**src/rtl/brq_pkg.sv**
```systemverilog
package brq_pkg;

  typedef enum logic [1:0] {
    BRQ_IDLE = 2'd0,
    BRQ_WAIT = 2'd1,
    BRQ_OWN  = 2'd2
  } brq_state_e;

  // Bus is free when neither FRAME nor IRDY is asserted (logical polarity).
  function automatic logic bus_is_free(logic frame_a, logic irdy_a);
    return !frame_a && !irdy_a;
  endfunction

  // The request is released together with the address phase only for the
  // final transaction when the extended hold is off.
  function automatic logic release_with_addr(logic last, logic ext_hold);
    return last && !ext_hold;
  endfunction

endpackage

```
**src/rtl/brq_pol.sv**
```systemverilog
module brq_pol #(
  parameter bit ACT_LOW = 1'b1
) (
  input  logic pin_gnt,
  input  logic pin_frame,
  input  logic pin_irdy,
  input  logic req_a,
  output logic gnt_a,
  output logic frame_a,
  output logic irdy_a,
  output logic pin_req
);
  generate
    if (ACT_LOW) begin : g_low
      assign gnt_a   = ~pin_gnt;
      assign frame_a = ~pin_frame;
      assign irdy_a  = ~pin_irdy;
      assign pin_req = ~req_a;
    end else begin : g_high
      assign gnt_a   = pin_gnt;
      assign frame_a = pin_frame;
      assign irdy_a  = pin_irdy;
      assign pin_req = req_a;
    end
  endgenerate
endmodule

```
**src/rtl/brq_idle_mon.sv**
```systemverilog
module brq_idle_mon
  import brq_pkg::*;
(
  input  logic gnt_a,
  input  logic frame_a,
  input  logic irdy_a,
  output logic bus_idle,
  output logic grant_ok
);
  assign bus_idle = bus_is_free(frame_a, irdy_a);
  assign grant_ok = gnt_a && bus_idle;
endmodule

```
**src/rtl/brq_seq.sv**
```systemverilog
module brq_seq
  import brq_pkg::*;
(
  input  logic       clk,
  input  logic       rst_n,
  input  logic       soft_rst,
  input  logic       xfer_pend,
  input  logic       halt_cmd,
  input  logic       grant_ok,
  input  logic       last_txn,
  input  logic       ext_cfg,
  input  logic       last_data_start,
  output logic       req_q,
  output logic       start_q,
  output brq_state_e state
);
  logic last_q;

  always_ff @(posedge clk or negedge rst_n) begin
    if (!rst_n) begin
      state   <= BRQ_IDLE;
      req_q   <= 1'b0;
      start_q <= 1'b0;
      last_q  <= 1'b0;
    end else if (soft_rst) begin
      state   <= BRQ_IDLE;
      req_q   <= 1'b0;
      start_q <= 1'b0;
      last_q  <= 1'b0;
    end else begin
      start_q <= 1'b0;
      unique case (state)
        BRQ_IDLE: begin
          if (xfer_pend && !halt_cmd) begin
            state <= BRQ_WAIT;
            req_q <= 1'b1;
          end
        end
        BRQ_WAIT: begin
          if (grant_ok) begin
            state   <= BRQ_OWN;
            start_q <= 1'b1;
            last_q  <= last_txn;
            if (release_with_addr(last_txn, ext_cfg)) req_q <= 1'b0;
          end
        end
        BRQ_OWN: begin
          if (last_data_start) begin
            if (last_q) begin
              state <= BRQ_IDLE;
              req_q <= 1'b0;
            end else begin
              state <= BRQ_WAIT;
            end
          end
        end
        default: state <= BRQ_IDLE;
      endcase
    end
  end
endmodule

```
**src/rtl/bus_req_ctrl.sv**
```systemverilog
module bus_req_ctrl
  import brq_pkg::*;
#(
  parameter bit BUS_ACT_LOW = 1'b1
) (
  input  logic clk,
  input  logic rst_n,
  input  logic soft_rst,
  input  logic xfer_pend,
  input  logic halt_cmd,
  input  logic last_txn,
  input  logic last_data_start,
  input  logic ext_req_cfg,
  input  logic bus_gnt,
  input  logic bus_frame,
  input  logic bus_irdy,
  output logic bus_req,
  output logic addr_go,
  output logic addr_step_cap
);
  logic       gnt_a, frame_a, irdy_a;
  logic       bus_idle, grant_ok;
  logic       req_q, start_q, req_act, in_wait;
  brq_state_e state;

  brq_pol #(.ACT_LOW(BUS_ACT_LOW)) u_pol (
    .pin_gnt  (bus_gnt),
    .pin_frame(bus_frame),
    .pin_irdy (bus_irdy),
    .req_a    (req_act),
    .gnt_a    (gnt_a),
    .frame_a  (frame_a),
    .irdy_a   (irdy_a),
    .pin_req  (bus_req)
  );

  brq_idle_mon u_idle (
    .gnt_a   (gnt_a),
    .frame_a (frame_a),
    .irdy_a  (irdy_a),
    .bus_idle(bus_idle),
    .grant_ok(grant_ok)
  );

  brq_seq u_seq (
    .clk            (clk),
    .rst_n          (rst_n),
    .soft_rst       (soft_rst),
    .xfer_pend      (xfer_pend),
    .halt_cmd       (halt_cmd),
    .grant_ok       (grant_ok),
    .last_txn       (last_txn),
    .ext_cfg        (ext_req_cfg),
    .last_data_start(last_data_start),
    .req_q          (req_q),
    .start_q        (start_q),
    .state          (state)
  );

  // Soft reset pulls the request off the pin within the same cycle.
  assign req_act       = req_q && !soft_rst;
  assign in_wait       = (state == BRQ_WAIT);
  assign addr_go       = start_q;
  assign addr_step_cap = 1'b0;
endmodule

```
**config.mk**
```make
export PLATFORM = sky130hd
export DESIGN_NAME = bus_req_ctrl
export DESIGN_NICKNAME = d
export VERILOG_FILES = /design/src/rtl/brq_pkg.sv /design/src/rtl/brq_pol.sv /design/src/rtl/brq_idle_mon.sv /design/src/rtl/brq_seq.sv /design/src/rtl/bus_req_ctrl.sv
export SDC_FILE = /design/constraint.sdc
export NUM_CORES = 1
export LEC_CHECK = 0
export BUFFER_PORTS_ARGS = -buffer_cell sky130_fd_sc_hd__buf_4
export CAP_MARGIN = 20
export CORE_AREA = 3 3 40 42
export CTS_BUF_LIST = sky130_fd_sc_hd__clkbuf_8
export DETAILED_ROUTE_END_ITERATION = 10
export DIE_AREA = 0 0 43 45
export PLACE_DENSITY = 0.58
export REMOVE_ABC_BUFFERS = 1
export SYNTH_ARGS = -nofsm -noshare
export SYNTH_HDL_FRONTEND = slang
export SYNTH_SLANG_ARGS = --single-unit
```
**constraint.sdc**
```tcl
create_clock -name clk -period 3.75 [get_ports clk]
set_clock_uncertainty 0.05 [all_clocks]
set_input_delay 0.1875 -clock clk [delete_from_list [all_inputs] [get_ports clk]]
set_output_delay 0.1875 -clock clk [all_outputs]
set_load 0.005 [all_outputs]
```
==> results of run 1 <==
-- area by class of cell --
type,count,area [µm²],area share
repair buffers,13,100,0.187
flip-flops and latches,5,125,0.234
inverters,4,15.0,0.0280
multi-input cells,29,231,0.432
well taps,15,18.8,0.0350
clock inverters,1,3.75,0.00701
clock buffers,3,41.3,0.0771
-- Yosys cell counts (all sizes together), types with 2 or more instances --
master / number / area share
inv: 4 / 0.040
nand2: 3 / 0.030
nor2: 2 / 0.020
a21oi: 4 / 0.053
dfrtp: 5 / 0.33
nand2b: 4 / 0.086
ha: 4 / 0.13
-- sequential cells by signal, indices dropped and copies added, names as in the netlist --
| signal | flops |
|---|---|
| u_seq.last_q | 1 |
| u_seq.req_q | 1 |
| u_seq.state | 2 |
| u_seq.start_q | 1 |
-- per-layer routing --
| metal | GRT usage | wire length [µm] | up-vias |
|---|---|---|---|
| li1 | - | - | 163 |
| met1 | 0.115 | 354 | 152 |
| met2 | 0.147 | 364 | 6 |
| met3 | 0.0359 | 19 | 2 |
| met4 | 0.0723 | 15 | 0 |
| met5 | 0 | 0 | - |
-- worst register-to-register path: cells and delay by family, from the launching register on --
family | cells | cell delay, ps
AOI/OAI and AO/OA | 1 | 190
adders and majority gates | 1 | 230
buffers and inverters | 1 | 80
and+or+nand+nor | 2 | 210
muxes | 1 | 210
DFF | 1 | 380
-- power by group --
part | leakage (nW) | internal (mW) | switching (mW)
Clock | 0.0269 | 0.0702 | 0.0272
Combinational | 0.170 | 0.0359 | 0.0342
Sequential | 0.0681 | 0.0611 | 0.00564
-- through the flow --
step | power [mW] | worst slack [ps] | instance area, µm² | util | instances
after floorplan | 0.114 | 2370 | 372 | - | 38
after global placement | 0.136 | 2250 | 480 | 0.374 | 65
after detailed placement | 0.137 | 2270 | 480 | 0.374 | 65
after CTS | 0.236 | 2270 | 536 | 0.417 | 70
after global routing | 0.252 | 2110 | 536 | 0.417 | 70
final | 0.234 | 2290 | 536 | 0.417 | 70
-- worst max path at each step --
stage | to | slack [ps] | cells after the start
floorplan | u_seq.state[0] | 2370 | 6
global placement | u_seq.state[0] | 2250 | 6
detailed placement | u_seq.state[0] | 2270 | 6
CTS | u_seq.state[0] | 2270 | 6
global route | u_seq.state[1] | 2110 | 6
finish | u_seq.state[0] | 2290 | 6
-- what timing repair did --
action,CTS,global route
resized for setup,0,0
hold endpoints to repair,5,0
endpoints found under the setup margin,0,0
hold buffers,1,0
-- cell families (layout without fill, tap and decap cells) --
kind of cell	Yosys count	after routing	synth area share
AOI/OAI and AO/OA	10	10	0.198
adders and majority gates	4	4	0.132
buffers and inverters	5	21	0.0594
DFF	5	5	0.330
muxes	1	1	0.0264
other	1	1	0.00989
and+or+nand+nor	13	13	0.244
==> flow_summary.toml, run 1 <==
[cells_and_area]
drive_gt1_frac = 0.364
n_antenna_cell = 0
areaGrowthSynthToFinish_pct = 41.3
mostFrequentLayoutCells = "12 x buf_4, 5 x inv_1, 5 x dfrtp_1, 4 x a21oi_1, 4 x ha_1"
final_common_cell = "buf_4"
fin_nets = 71
num-fill-cells = 136

[logic_synthesis]
syn-cell-area_um2 = 379
synth_cell_type_count = 21
async_reset_ff_frac = 1.00
yosysSeqAreaShare = 0.330
synth-edff-count = 0
syn-instance-count = 39
postSynthAreaPerCell_um2 = 9.72
ys.flop_type = "dfrtp_1"
yosys_warnings = 0
ys_ff_latch = 5

[critical_path]
worst_ep_required_time_ps = 3810
path_cells = "inv_1, ha_1, nor2b_1, a221oi_2, mux2i_1, nor2_1"
r2r_slack_ps = 2290
crit_slowest_cell = "dfrtp_1"
reg2reg_to = "u_seq.state[0]"
startpoint_type = "register"
worstSetupEndpointType = "register"
worstPathMaxFanout = 4
cpLargestDelayFamily = "flip-flops"
worst-r2r-cell-count = 6
crit_arrival_ps = 1520
path_buf_inv = 1
path_class = "register to register"
max_stage_delay_ps = 380
rr_startpoint = "u_seq.state[0]"
startpoint = "u_seq.state[0]"

[floorplanning]
start_util = 0.295
fp.dieH_um = 45
pin_count = 14
die_area_mm2 = 0.00194
die_w_um = 43
design.core.area_mm2 = 0.00128
row_count = 13

[route]
wl_um = 754
dr_total_vias = 323
ant_nets = 0
vias_per_cell = 4.61
drcViolationCount = 0
wl_per_cell_um = 10.8
dr.first_iter.drc_count = 6
drt_pre_antenna_iters = 3

[grt]
first_global_vias = 330
grt_max_degree = 7
grt_pass1_wl_mm = 1.34
overflow = 0
grt_usage = 0.0978
antenna_found_initial = 0

[sta]
rsz0062_at_grt = "no"
hold_viol_final = 0
worst_hold_slack_ps = 113
period_needed_ps = 1460
setup_viol = 0
max_freq_mhz = 683
drv_slew = 0
setup_tns_ps = 0
fin_crit_sh = 0.391

[clocking]
insertion_delay_ps = 220
clock_path_buffers = 2
cts_tree = "yes"
htree_levels = 1
cts_setup_buffers = 0
root_buffer = "clkbuf_8"
cts_sinks = 5
cts_made_buffers = 3
path_clk_slew_ps = 40

[worst_hold_path]
worstHoldStart = "soft_rst"
hp-class = "input port to register"
min_to = "u_seq.last_q"
holdPathStages = 2

[pwr]
leakage_nw = 0.265
pwr_density_cell_mw_per_mm2 = 437
peakVddDrop_uv = 139

[job]
max-cap-violations = 0

[run_status]
outcome = "complete, no violations"

[placed_design]
port-buffer-count = 12
hpwl_um = 615
place.gp.congestion = 0.737
No activity file was read; power rests on OpenSTA's default activity.
==> inputs of run 2 (changes only) <==
--- a/config.mk
+++ b/config.mk
@@ -5,13 +5,14 @@
 export SDC_FILE = /design/constraint.sdc
 export NUM_CORES = 1
 export LEC_CHECK = 0
+export ABC_AREA = 1
 export BUFFER_PORTS_ARGS = -buffer_cell sky130_fd_sc_hd__buf_4
 export CAP_MARGIN = 20
 export CORE_AREA = 3 3 40 42
 export CTS_BUF_LIST = sky130_fd_sc_hd__clkbuf_8
 export DETAILED_ROUTE_END_ITERATION = 10
 export DIE_AREA = 0 0 43 45
-export PLACE_DENSITY = 0.58
+export PLACE_DENSITY = 0.59
 export REMOVE_ABC_BUFFERS = 1
 export SYNTH_ARGS = -nofsm -noshare
 export SYNTH_HDL_FRONTEND = slang
==> constraint.sdc (replaced) <==
create_clock -name clk -period 1.5 [get_ports clk]
set_clock_uncertainty 0.05 [all_clocks]
set_input_delay 0.075 -clock clk [delete_from_list [all_inputs] [get_ports clk]]
set_output_delay 0.075 -clock clk [all_outputs]
set_load 0.005 [all_outputs]
==> run 2 against run 1 <==
- core utilization is 1.9 points higher
- design area rose by 4.4%
- register-to-register slack lost 2200 ps
- final cell count grew 23%
- flip-flop and latch count unchanged
- sequential power rose to 3.0 times the previous value
==> flow_summary.toml, run 2 <==
[logic_synthesis]
async_reset_ff_frac = 1.00
synth.area.top_cells = "dfrtp_1 31%, nand2_1 13%, ha_1 13%, inv_1 9.4%, nor2_4 5.7%"
ys.flop_type = "dfrtp_1"
yosysTopAreaCell = "dfrtp_1"
syn-cell-area_um2 = 398
synth_top_cell_area_share = 0.314
yosys_warnings = 0
synth-edff-count = 0
syn-instance-count = 55
ys_top_cells_by_count = "14 x nand2_1, 10 x inv_1, 5 x dfrtp_1, 5 x nor2_1"
ys_ff_latch = 5
synth_cell_type_count = 17
synth_most_common_cell = "nand2_1"
postSynthAreaPerCell_um2 = 7.23
yosysSeqAreaShare = 0.314

[sta]
setup_viol = 0
hold_viol_final = 0
period_needed_ps = 1430
drv_slew = 0
rsz0062_at_grt = "no"
max_freq_mhz = 700
fin_crit_sh = 0.952
setup_tns_ps = 0

[critical_path]
cpLargestDelayFamily = "simple AND/OR/NAND/NOR gates"
path_class = "register to register"
worst_ep_required_time_ps = 1550
crit_slowest_cell = "dfrtp_1"
startpoint_type = "register"
worstSetupEndpointType = "register"
path_cells = "inv_1, ha_2, or2_1, nor2_2, nor2_1, nand3_1, nand2_1"
path_buf_inv = 1
worstPathMaxFanout = 3
max_stage_delay_ps = 390
crit_arrival_ps = 1480

[route]
dr.first_iter.drc_count = 6
wl_per_cell_um = 7.77
vias_per_cell = 3.98
ant_nets = 0
drcViolationCount = 0
dr_total_vias = 342
drt_pre_antenna_iters = 4
wl_um = 668

[cells_and_area]
multiInputGateArea_um2 = 229
mostFrequentLayoutCells = "14 x nand2_1, 12 x buf_4, 10 x inv_1, 5 x dfrtp_1, 4 x nor2_1"
top_register = "u_seq.state"
num-fill-cells = 123
fin_nets = 87
final_common_cell = "nand2_1"
seqCellArea_um2 = 125
largest_reg_flops = 2
n_antenna_cell = 0
drive_gt1_frac = 0.366
areaGrowthSynthToFinish_pct = 40.6

[clocking]
htree_levels = 1
root_buffer = "clkbuf_8"
clock_path_buffers = 2
cts_sinks = 5
cts_setup_buffers = 0
insertion_delay_ps = 210
cts_tree = "yes"
path_clk_slew_ps = 30
cts_made_buffers = 3

[floorplanning]
fp.dieH_um = 45
start_util = 0.310
pin_count = 14
design.core.area_mm2 = 0.00128
die_w_um = 43
row_count = 13
die_area_mm2 = 0.00194

[pwr]
clockPowerShare = 0.299
pwr_density_cell_mw_per_mm2 = 1390
finalPower_mw = 0.780
combinationalPowerShare = 0.445
swShare = 0.364
p_seq_frac = 0.255
power_switching_mw = 0.284
leakage_nw = 0.307
peakVddDrop_uv = 844
intPower_mw = 0.496

[grt]
grt_pass1_wl_mm = 1.15
overflow = 0
grt_max_degree = 7
grt_usage = 0.0803
first_global_vias = 283
antenna_found_initial = 0

[placed_design]
place.gp.congestion = 0.803
hpwl_um = 588
port-buffer-count = 12

[worst_hold_path]
hp-class = "input port to register"

[run_status]
outcome = "complete, no violations"

[job]
max-cap-violations = 0
run 2: cell types whose count changed after synthesis, moves of 2 or more:
cell / change
nand2b_1: -3
nor2_4: +2
nand2_1: +11
inv_1: +6
nor2_1: +3
a21oi_1: -3
nor2_2: +2
o21ai_0: +4
run 2: cell families after synthesis:
group | count (synthesis) | synth area share
adder cells (fa/ha/maj) | 4 | 0.126
flip-flops | 5 | 0.314
AND/OR/NAND/NOR | 28 | 0.365
AO/OA/AOI/OAI | 5 | 0.0629
other | 1 | 0.00942
buffers and inverters | 12 | 0.123
run 2: stage by stage:
step	setup slack [ps]	util	cells	instance area, µm²	hold WS, ps
final	72.1	0.435	86	559	42.1
after global placement	123	0.389	81	499	-168
after floorplan	192	-	54	390	-271
after detailed placement	113	0.389	81	499	-172
after global routing	2.03	0.435	86	559	71.4
after CTS	106	0.431	86	554	44.9
run 2: worst reg2reg max path: stages, from the launching register on:
cell and delay (ps):
dfrtp_1 390, inv_1 100, ha_2 270, or2_1 230
nor2_2 90, nor2_1 60, nand3_1 70, nand2_1 50
run 2: layout make-up:
type                            count  share of cell area
Multi-Input combinational cell     38               0.409
Sequential cell                     5               0.224
Timing Repair Buffer               13               0.179
Clock buffer                        3              0.0738
Inverter                           11              0.0738
Tap cell                           15              0.0336
Clock inverter                      1             0.00671
run 2: layer usage:
metal,vias to the layer above,wire length (µm),share of wire,track usage
met5,-,0,0,0
met4,0,0,0,0.0542
met3,0,37,0.055,0.0120
met2,9,297,0.44,0.0988
met1,139,332,0.50,0.125
li1,194,-,-,-
run 2: power groups by stage:
stage	clock (mW)	combinational, mW	sequential (mW)
global route	0.253	0.401	0.206
global placement	0	0.333	0.197
finish	0.233	0.347	0.199
detailed placement	0	0.336	0.199
CTS	0.241	0.339	0.197
floorplan	0	0.256	0.194
run 2: final timing paths:
path                           startpoint            end  slack (ps)  depth (start not counted)
max reg2reg                u_seq.state[0]    u_seq.req_q          70                          7
min in group asynchronous           rst_n  u_seq.start_q         150                          2
min                              last_txn   u_seq.last_q          40                          3
min reg2reg                   u_seq.req_q    u_seq.req_q         440                          2
max in group asynchronous           rst_n    u_seq.req_q        1150                          2
max                        u_seq.state[0]    u_seq.req_q          70                          7
run 2: repair_timing:
action / in CTS / in global routing
resized for setup: 0 / 4
endpoints found under the setup margin: 0 / 3
hold endpoints to repair: 5 / 0
hold buffers: 1 / 0
==> inputs of run 3 (changes only) <==
--- a/config.mk
+++ b/config.mk
@@ -12,7 +12,7 @@
 export CTS_BUF_LIST = sky130_fd_sc_hd__clkbuf_8
 export DETAILED_ROUTE_END_ITERATION = 10
 export DIE_AREA = 0 0 43 45
-export PLACE_DENSITY = 0.59
+export PLACE_DENSITY = 0.6
 export REMOVE_ABC_BUFFERS = 1
 export SYNTH_ARGS = -nofsm -noshare
 export SYNTH_HDL_FRONTEND = slang
==> run 3 against run 2 <==
- die area unchanged
- core utilization rose by 1.4 points
- via count down 2.6%
- final cell count is 1.2% higher
- sequential power about the same
- setup slack gained 77 ps
- combinational power is 10% higher
- highest routed layer unchanged
==> flow_summary.toml, run 3 (same netlist as run 2, synthesis figures left out) <==
[floorplanning]
die_w_um = 43
pin_count = 14
row_count = 13
fp.dieH_um = 45
design.core.area_mm2 = 0.00128
start_util = 0.310
die_area_mm2 = 0.00194

[job]
max-cap-violations = 0

[route]
wl_per_cell_um = 8.05
drcViolationCount = 0
drt_pre_antenna_iters = 4
vias_per_cell = 3.83
wl_um = 700
dr.first_iter.drc_count = 3
ant_nets = 0
dr_total_vias = 333

[sta]
setup_viol = 0
rsz0062_at_grt = "no"
max_freq_mhz = 741
drv_slew = 0
worst_hold_slack_ps = 56.2
hold_viol_final = 0
setup_tns_ps = 0
period_needed_ps = 1350
fin_crit_sh = 0.900

[worst_hold_path]
hp-class = "input port to register"
worstHoldStart = "last_txn"

[critical_path]
startpoint = "u_seq.state[0]"
path_class = "register to register"
r2r_slack_ps = 150
worstPathMaxFanout = 3
rr_startpoint = "u_seq.state[0]"
worst-r2r-cell-count = 7
worstSetupEndpointType = "register"
startpoint_type = "register"
worst_ep_required_time_ps = 1550
reg2reg_to = "u_seq.req_q"
crit_end = "u_seq.req_q"
crit_arrival_ps = 1400

[grt]
grt-busiest-layer = "met2"
met2_usage = 0.120
grt_max_degree = 7
grt_pass1_wl_mm = 1.12
grt_usage = 0.0786
antenna_found_initial = 0
overflow = 0
met1_usage = 0.102
use_met3 = 0.0120
first_global_vias = 287

[clocking]
insertion_delay_ps = 210
cts_sinks = 5
htree_levels = 1
clock_path_buffers = 2
cts_tree = "yes"
path_clk_slew_ps = 30
cts_made_buffers = 3
root_buffer = "clkbuf_8"

[cells_and_area]
fin_util = 0.449
multiInputGateArea_um2 = 239
fin_nets = 88
n_antenna_cell = 0
drive_gt1_frac = 0.389
mostFrequentLayoutCells = "14 x nand2_1, 13 x buf_4, 9 x inv_1, 5 x nor2_1, 5 x dfrtp_1"
top_register = "u_seq.state"
seqCellArea_um2 = 125
areaGrowthSynthToFinish_pct = 45.0
largest_reg_flops = 2
final_common_cell = "nand2_1"
num-fill-cells = 138

[pwr]
leakage_nw = 0.312
peakVddDrop_uv = 804
pwr_density_cell_mw_per_mm2 = 1420

[placed_design]
place.gp.congestion = 0.750
port-buffer-count = 12

[run_status]
outcome = "complete, no violations"
run 3: timing repair:
item | in CTS | in global routing
resized for setup | 0 | 7
endpoints found under the setup margin | 0 | 3
hold buffers | 1 | 0
hold endpoints to repair | 5 | 0
setup buffers | 0 | 1
run 3: cell type report:
| cell class | count | area share |
|---|---|---|
| Multi-Input combinational cell | 38 | 0.414 |
| Sequential cell | 5 | 0.217 |
| Timing Repair Buffer | 14 | 0.187 |
| Clock buffer | 3 | 0.0716 |
| Inverter | 11 | 0.0716 |
| Tap cell | 15 | 0.0325 |
| Clock inverter | 1 | 0.00651 |
run 3: routing by layer:
metal | wire [µm] | vias up
met3 | 43 | 0
met5 | 0 | -
met4 | 0 | 0
met1 | 340 | 130
met2 | 316 | 9
li1 | - | 194
run 3: critical path, stage by stage (launching register included):
cell,delay [ps]
dfrtp_1,400
inv_2,100
ha_4,200
or2_1,230
nor2_2,80
nor2_1,50
nand3_1,80
nand2_1,50
run 3: how the worst min path moves through the flow:
stage / end / cells after the start
2_1_floorplan: u_seq.last_q / 0
3_3_place_gp: u_seq.start_q / 1
3_5_place_dp: u_seq.start_q / 1
4_1_cts: u_seq.last_q / 3
5_1_grt: u_seq.last_q / 3
6_report: u_seq.last_q / 3
run 3: stage by stage:
step	setup WS [ps]	std cells	total power, mW	cell area [µm²]
3_5_place_dp	125	81	0.532	499
2_1_floorplan	192	54	0.450	390
5_1_grt	22.1	87	0.908	577
6_report	150	87	0.817	577
4_1_cts	107	86	0.776	554
3_3_place_gp	123	81	0.533	499
run 3: where the power goes:
group          internal (mW)  switching [mW]
combinational          0.177           0.206
clock                  0.175          0.0585
sequential             0.173          0.0273
